**src/rtl/puf_exc_pkg.sv**
```systemverilog
// Shared types for the PUF excitation controller.
// Assumes: a single clock domain; reset is synchronous and active low.
package puf_exc_pkg;

    // Sequencer phases: precharge/idle, excite high, one-cycle rest after the pulse
    typedef enum logic [1:0] {
        ST_IDLE   = 2'd0,
        ST_EXCITE = 2'd1,
        ST_REST   = 2'd2
    } seq_state_t;

endpackage

```
**src/rtl/puf_dur_reg.sv**
```systemverilog
// Pulse-length register. It stores the excite duration in clock cycles and
// clamps each write into 1..DUR_MAX.
// Assumes: DUR_W is wide enough to hold DUR_MAX, and DUR_RST lies in 1..DUR_MAX.
module puf_dur_reg #(
    parameter int DUR_W   = 9,
    parameter int DUR_MAX = 256,
    parameter int DUR_RST = 256
) (
    input  logic             clk,
    input  logic             rst_n,
    input  logic             wr_en,
    input  logic [DUR_W-1:0] wr_val,
    output logic [DUR_W-1:0] dur
);
    localparam logic [DUR_W-1:0] MAX_V = DUR_W'(DUR_MAX);
    localparam logic [DUR_W-1:0] RST_V = DUR_W'(DUR_RST);
    localparam logic [DUR_W-1:0] MIN_V = DUR_W'(1);

    logic [DUR_W-1:0] clamped;

    // Map a requested value into the legal range
    always_comb begin
        if (wr_val == '0)
            clamped = MIN_V;
        else if (wr_val > MAX_V)
            clamped = MAX_V;
        else
            clamped = wr_val;
    end

    // Hold the programmed length; reset loads the robust default
    always_ff @(posedge clk) begin
        if (!rst_n)
            dur <= RST_V;
        else if (wr_en)
            dur <= clamped;
    end
endmodule

```
**src/rtl/puf_seq_fsm.sv**
```systemverilog
// Excitation sequencer. A start sampled while idle raises excite for dur cycles.
// It asserts capture on the last high cycle, then rests low for one cycle with
// done high before it accepts another start.
// Assumes: dur is always in 1..2**DUR_W-1; the duration register guarantees this.
module puf_seq_fsm
    import puf_exc_pkg::*;
#(
    parameter int DUR_W = 9
) (
    input  logic             clk,
    input  logic             rst_n,
    input  logic             start,
    input  logic [DUR_W-1:0] dur,
    output logic             excite,
    output logic             busy,
    output logic             capture,
    output logic             done
);
    localparam logic [DUR_W-1:0] ONE = DUR_W'(1);

    seq_state_t       state;
    logic [DUR_W-1:0] remain;

    // Last high cycle: the counter has run out while exciting
    always_comb capture = (state == ST_EXCITE) && (remain == '0);

    // Outputs decoded from the registered phase
    always_comb begin
        excite = (state == ST_EXCITE);
        busy   = (state != ST_IDLE);
    end

    // Phase register, cycle counter and the registered done pulse
    always_ff @(posedge clk) begin
        if (!rst_n) begin
            state  <= ST_IDLE;
            remain <= '0;
            done   <= 1'b0;
        end else begin
            done <= capture;
            unique case (state)
                ST_IDLE: begin
                    if (start) begin
                        state  <= ST_EXCITE;
                        remain <= dur - ONE;
                    end
                end
                ST_EXCITE: begin
                    if (remain == '0)
                        state <= ST_REST;
                    else
                        remain <= remain - ONE;
                end
                ST_REST: state <= ST_IDLE;
                default: state <= ST_IDLE;
            endcase
        end
    end
endmodule

```
**src/rtl/puf_resp_cap.sv**
```systemverilog
// Response capture register, split into slices that match the cell groups of
// the array. Every slice loads on the same capture strobe.
// Assumes: N_CELLS is a multiple of GROUP.
module puf_resp_cap #(
    parameter int N_CELLS = 128,
    parameter int GROUP   = 4
) (
    input  logic               clk,
    input  logic               rst_n,
    input  logic               capture,
    input  logic [N_CELLS-1:0] cell_in,
    output logic [N_CELLS-1:0] resp
);
    localparam int N_GROUPS = N_CELLS / GROUP;

    for (genvar g = 0; g < N_GROUPS; g++) begin : g_slice
        // One slice register per cell group, loaded on the capture strobe
        always_ff @(posedge clk) begin
            if (!rst_n)
                resp[g*GROUP +: GROUP] <= '0;
            else if (capture)
                resp[g*GROUP +: GROUP] <= cell_in[g*GROUP +: GROUP];
        end
    end
endmodule

```
**src/rtl/puf_excite_ctrl.sv**
```systemverilog
// Top level of the PUF excitation and capture controller. It connects the
// pulse-length register, the sequencer and the response register.
// Assumes: cell_in follows the array outputs directly (all ones while excite is low).
module puf_excite_ctrl #(
    parameter int N_CELLS = 128,
    parameter int GROUP   = 4,
    parameter int DUR_W   = 9,
    parameter int DUR_MAX = 256,
    parameter int DUR_RST = 256
) (
    input  logic               clk,
    input  logic               rst_n,
    input  logic               dur_wr,
    input  logic [DUR_W-1:0]   dur_wdata,
    output logic [DUR_W-1:0]   dur_rdata,
    input  logic               meas_start,
    input  logic [N_CELLS-1:0] cell_in,
    output logic               excite,
    output logic               busy,
    output logic               done,
    output logic [N_CELLS-1:0] resp
);
    logic capture;

    puf_dur_reg #(
        .DUR_W  (DUR_W),
        .DUR_MAX(DUR_MAX),
        .DUR_RST(DUR_RST)
    ) u_dur (
        .clk   (clk),
        .rst_n (rst_n),
        .wr_en (dur_wr),
        .wr_val(dur_wdata),
        .dur   (dur_rdata)
    );

    puf_seq_fsm #(
        .DUR_W(DUR_W)
    ) u_seq (
        .clk    (clk),
        .rst_n  (rst_n),
        .start  (meas_start),
        .dur    (dur_rdata),
        .excite (excite),
        .busy   (busy),
        .capture(capture),
        .done   (done)
    );

    puf_resp_cap #(
        .N_CELLS(N_CELLS),
        .GROUP  (GROUP)
    ) u_cap (
        .clk    (clk),
        .rst_n  (rst_n),
        .capture(capture),
        .cell_in(cell_in),
        .resp   (resp)
    );
endmodule

```
**config.mk**
```make
export PLATFORM = sky130hd
export DESIGN_NAME = puf_excite_ctrl
export DESIGN_NICKNAME = d
export VERILOG_FILES = /design/src/rtl/puf_exc_pkg.sv /design/src/rtl/puf_dur_reg.sv /design/src/rtl/puf_seq_fsm.sv /design/src/rtl/puf_resp_cap.sv /design/src/rtl/puf_excite_ctrl.sv
export SDC_FILE = /design/constraint.sdc
export NUM_CORES = 1
export LEC_CHECK = 0
export BUFFER_PORTS_ARGS = -buffer_cell sky130_fd_sc_hd__buf_2
export CAP_MARGIN = 20
export CELL_PAD_IN_SITES_DETAIL_PLACEMENT = 1
export CELL_PAD_IN_SITES_GLOBAL_PLACEMENT = 2
export CORE_MARGIN = 3
export CORE_UTILIZATION = 25
export CTS_BUF_LIST = sky130_fd_sc_hd__clkbuf_4 sky130_fd_sc_hd__clkbuf_8 sky130_fd_sc_hd__clkbuf_16
export DETAILED_ROUTE_END_ITERATION = 8
export HOLD_SLACK_MARGIN = 0.05
export PLACE_DENSITY = 0.72
export SYNTH_ARGS = -nofsm -noshare
export SYNTH_HDL_FRONTEND = slang
export SYNTH_HIERARCHICAL = 1
export SYNTH_SLANG_ARGS = --single-unit
export TNS_END_PERCENT = 20
```
**constraint.sdc**
```tcl
create_clock -name clk -period 2.4 [get_ports clk]
set_clock_uncertainty 0.15 [all_clocks]
set_input_delay 0.48 -clock clk [delete_from_list [all_inputs] [get_ports clk]]
set_output_delay 0.48 -clock clk [all_outputs]
set_load 0.01 [all_outputs]
```
== Word level (Yosys, flattened, before mapping) ==
Cells that the tools add are included.

* Add/sub/neg operators: 2
* Order comparisons: 1
* Equality and inequality tests: 4
* Muxes and demuxes: 8
* Reduce and logical (&&, ||, !) cells: 8

{| class="wikitable"
|+ Operators by type and width
! cell !! number
|-
| $mux W9 || 4
|-
| $logic_not A9 Y1 || 2
|-
| $pmux W9 S2 || 1
|-
| $sub A9 B1 Y9 const B || 2
|-
| $gt A9 B9 Y1 const B || 1
|-
| $mux W2 || 2
|-
| $ne A2 B2 Y1 const B || 2
|-
| $pmux W2 S2 || 1
|-
| $reduce_bool A2 Y1 || 2
|-
| $reduce_and A3 Y1 || 1
|-
| $eq A2 B1 Y1 const B || 1
|-
| $logic_not A2 Y1 || 1
|-
| $ne A2 B1 Y1 const B || 1
|-
| $reduce_and A2 Y1 || 1
|-
| $logic_and A1 B1 Y1 || 1
|}

* Bits in registers: 149
* Input bits: 141
* Output and inout bits: 140
* Logic and storage cells: 59

== Depth between registers and ports, before layout ==
* Word-level depth: 3
* Mapped depth: 10
* Depth with buffers taken out: 8

== Modules after synthesis ==
Netlist, hierarchy kept.

{| class="wikitable"
|+ Modules (own cells, without submodules)
! module !! times used !! cells each !! area an instance (um^2) !! sequential area each (um^2)
|-
| puf_resp_cap || 1 || 412 || 4,968.5 || 2,562.5
|-
| puf_seq_fsm || 1 || 114 || 923.4 || 240.2
|-
| puf_dur_reg || 1 || 41 || 376.6 || 180.2
|}

== Worst setup path before layout ==
No wires, ideal clock.

* Kind: register -> register
* From: register u_seq.state[1]
* To: register u_seq.remain[8]
* Library setup time: 0.070 ns
* Arrival time: 2.185 ns
* Required time: 2.180 ns
* Setup slack: -0.005 ns
* Cell stages (with the launch flop): 11
* Path buffers: 2
* Clock period less this slack: 2.405 ns
* Cell sequence: dfxtp_1 nand2b_2 buf_6 clkbuf_1 mux2i_1 ha_1 nor2b_1 nand3_1 a22oi_1 o21ai_1 a21oi_1

* Word-level cells in the longest chain between the ends: 3
* Elaborated cells between the ends (all ways): 7
* Classes of those cells: eq/ne (3); mux (1); reduce/logical (3)

{| class="wikitable"
|+ Ends and longest elaborated chain
! item !! RTL line !! RTL
|-
| start: declaration || puf_seq_fsm.sv:21 || <nowiki>seq_state_t state;</nowiki>
|-
| start signal: assignment || puf_seq_fsm.sv:36 || <nowiki>state <= ST_IDLE;</nowiki>
|-
| start signal: assignment || puf_seq_fsm.sv:44 || <nowiki>state <= ST_EXCITE;</nowiki>
|-
| start signal: assignment || puf_seq_fsm.sv:50 || <nowiki>state <= ST_REST;</nowiki>
|-
| $eq A2 B1 Y1 or $logic_not A2 Y1 (tied branches) || puf_seq_fsm.sv:41 || <nowiki>unique case (state)</nowiki>
|-
| $ne A2 B2 Y1 (no source line) or $reduce_bool A2 Y1 (tied branches) || n/a ||
|-
| $reduce_and A3 Y1 (no source line) || n/a ||
|-
| end signal: assignment || puf_seq_fsm.sv:45 || <nowiki>remain <= dur - ONE;</nowiki>
|-
| end signal: assignment || puf_seq_fsm.sv:52 || <nowiki>remain <= remain - ONE;</nowiki>
|-
| end: declaration || puf_seq_fsm.sv:22 || <nowiki>logic [DUR_W-1:0] remain;</nowiki>
|}

Parallel ways exist; a longest one is shown, timed or not.
A chain may end at the register's enable or synchronous reset.

== Worst setup path after layout ==
* From: register u_seq.remain[1]
* To: register u_cap.resp[56]

* Word-level cells in the longest chain between the ends: 2

{| class="wikitable"
|+ Ends and longest elaborated chain
! item !! RTL line !! RTL
|-
| $logic_not A9 Y1 || puf_seq_fsm.sv:25 || <nowiki>always_comb capture = (state == ST_EXCITE) && (remain == '0);</nowiki>
|-
| $logic_and A1 B1 Y1 || puf_seq_fsm.sv:25 ||
|-
| via capture || puf_excite_ctrl.sv:23 || <nowiki>logic capture;</nowiki>
|-
| end signal: indexed assignment || puf_resp_cap.sv:22 || <nowiki>resp[g*GROUP +: GROUP] <= cell_in[g*GROUP +: GROUP];</nowiki>
|-
| end: declaration || puf_resp_cap.sv:12 || <nowiki>output logic [N_CELLS-1:0] resp</nowiki>
|}

The timed path passes the listed nets, and every way through them passes these cells.

==> results by group <==
Finish
  • Share of layout cells above drive strength 1: 40.6%
  • Post-layout nets: 995
  • Commonest non-fill, non-tap cell in the layout: buf_2
  • Layout Area Growth over Synthesis: 37.6%
  • Most frequent cells in the layout: buf_2 (279), dfxtp_1 (149), nor2b_1 (147)
  • Post-Layout Cell Count: 1192

Detailed routing
  • Post-DR vias/cell: 4.22
  • Post-DRT Antenna Nets: 0
  • Routed WL per cell: 15.9 µm
  • Drt drc: 0
  • First-pass iteration count of the detailed router: 4
  • Initial DRC count: 182
  • Total wire length: 19000 µm
  • Via count: 5030

Synth
  • Leading area contributor after synthesis: dfxtp_1
  • Synth Register Bits: 149
  • Sequential area share after synthesis: 47.6%
  • Synth unique cells: 48
  • Synth Cell Area: 6270 µm²
  • Post-synth EDFFs: 0
  • Ys async rst share: 0%
  • Post-synth top area share: 47.6%
  • Syn nets: 709
  • Synthesized area per cell: 11.1 µm²
  • Post-Synthesis Cells: 567
  • Most used flip-flop cell after synthesis: dfxtp_1
  • Yosys Warn Count: 6
  • Synth top area cells: dfxtp_1 (48%), mux2i_1 (21%), nor2b_1 (15%)

Placed design
  • GP Congestion: 0.751
  • DP HPWL: 14300 µm
  • Buffers on Ports: 280
  • Post-Place Cells: 1158

Die
  • Chip Width: 164 µm
  • Die area: 27000 µm²
  • Initial Util: 25.6%
  • Core ar.: 24500 µm²
  • # IOs: 281
  • # rows: 57
  • Die Y-Extent: 164 µm

Power and ir drop
  • P_leak: 0.00361 µW
  • Clock share of power: 43.0%
  • Pint: 4900 µW
  • Overall power: 6760 µW
  • Pwr dens: 784 nW/µm²
  • Sequential power share: 40.3%
  • Psw: 1860 µW
  • IR drop worst, VDD: 0.315 mV
  • Net Sw Frac: 27.5%
  • Comb power frac: 16.7%

Critical path
  • Reg2Reg Setup Slack: 240 ps
  • Startpoint types: flip-flop
  • Critical Path Sink Type: flip-flop
  • CP max FO: 15
  • Critical Path AT: 2310 ps
  • CP Class: flip-flop to flip-flop
  • Crit path required time: 2560 ps

CTS
  • # resized after CTS: 0
  • CTS tree: yes
  • TritonCTS buffer count: 17
  • Max H-tree Level: 4
  • CTS max path bufs: 2
  • Post-CTS Hold Buffers: 0
  • Reg clk slew, reported paths: 80 ps
  • Root Buffer: clkbuf_16
  • Post-CTS Setup Repair Bufs: 0
  • CTS sink cnt: 149
  • Clk Latency, worst-skew pair: 430 ps

Timing
  • Actual slew at the worst max-slew pin: 558 ps
  • Max-slew violations: 0
  • Min Tclk post-route: 2160 ps
  • Final setup viols: 0
  • Worst slew margin: 62.7%
  • Fmax: 0.464 GHz
  • RSZ-0062 raised after global routing: no
  • Final worst-path cycle share: 89.9%
  • Fin Setup TNS: 0 ps
  • Final Hold Vio Count: 0

Run status
  • Status: completed

GRT
  • Vias in the first global route: 5076
  • Total track usage: 13.3%
  • Initial antenna violation count: 1
  • First-pass GRT wire length: 28000 µm
  • Pin count of the biggest net entering global routing: 82
  • GRT overflow: 0

Job
  • Max-cap viol count: 0

Min path
  • Type of the worst min-delay path: primary input to flip-flop
[synthesized netlist by cell type (6+ instances only)]
library cell	n
dfxtp_1	149
nor2b_1	147
mux2i_1	132
clkbuf_1	16
a21oi_1	13
buf_12	13
nand2_1	11
o21ai_0	11
nor2_1	9
nand3_1	6
nor3_1	6
[layer usage]
layer	track usage, %	vias up	routed length (µm)
met5	0	-	11
met4	4.08	2	244
met3	4.56	18	1700
met2	22.6	179	9080
met1	16.0	2325	7950
li1	-	2506	-
[critical path, cell delays in order, from the launching register on]
cell and delay, ps:
dfxtp_1 350, nor3_1 310, nand3_1 190, nor3_2 320
buf_12 230, buf_4 180, mux2i_1 220, nor2b_1 70
[power groups by stage]
stage / sequential, µW / combinational, µW / clock [µW]
2_1_floorplan: 2810 / 693 / 0
3_3_place_gp: 2780 / 1130 / 0
3_5_place_dp: 2780 / 1140 / 0
4_1_cts: 2730 / 1150 / 3010
5_1_grt: 2750 / 1240 / 3130
6_report: 2730 / 1130 / 2910
[sequential cells by signal (all words and copies together) (netlist names)]
| signal | cells |
|---|---|
| u_cap/resp | 128 |
| u_dur/dur | 9 |
| u_seq/remain | 9 |
| u_seq/state | 2 |
| u_seq/done | 1 |
[area by class of cell]
cell class | instances | area [µm²]
Fill cell | 2876 | 15800
Sequential cell | 149 | 2980
Multi-Input combinational cell | 380 | 2910
Timing Repair Buffer | 302 | 1670
Clock buffer | 18 | 439
Tap cell | 324 | 405
Clock inverter | 14 | 203
Inverter | 3 | 11.3
Antenna cell | 2 | 5.00
[logic make-up (layout without fill, tap and decap cells)]
kind of cell,Yosys count,in the layout,share of synthesized area (%)
compound gates,42,42,4.35
xor+xnor,2,2,0.279
fa+ha+maj,1,1,0.200
buf+inv,38,337,6.05
flops,149,149,47.6
mux,135,135,21.9
other cells,0,2,0
simple gates,200,200,19.7
[path summary, 6_finish.rpt]
check                   from              to  cells after the start
min reg2reg   u_cap/resp[94]  u_cap/resp[94]                      2
max          u_seq/remain[1]  u_cap/resp[56]                      7
max reg2reg  u_seq/remain[1]  u_cap/resp[56]                      7
min              cell_in[89]  u_cap/resp[89]                      3
[through the flow]
| step | area (µm²) | hold WS [ps] | setup slack [ps] | utilization, % |
|---|---|---|---|---|
| floorplan | 6270 | 362 | 96.7 | - |
| global placement | 7980 | 340 | 301 | 32.6 |
| detailed placement | 7980 | 349 | 247 | 32.6 |
| CTS | 8620 | 139 | 211 | 35.2 |
| global route | 8620 | 151 | 71.1 | 35.2 |
| finish | 8630 | 160 | 244 | 35.3 |
(Power assumes the default switching activity.)
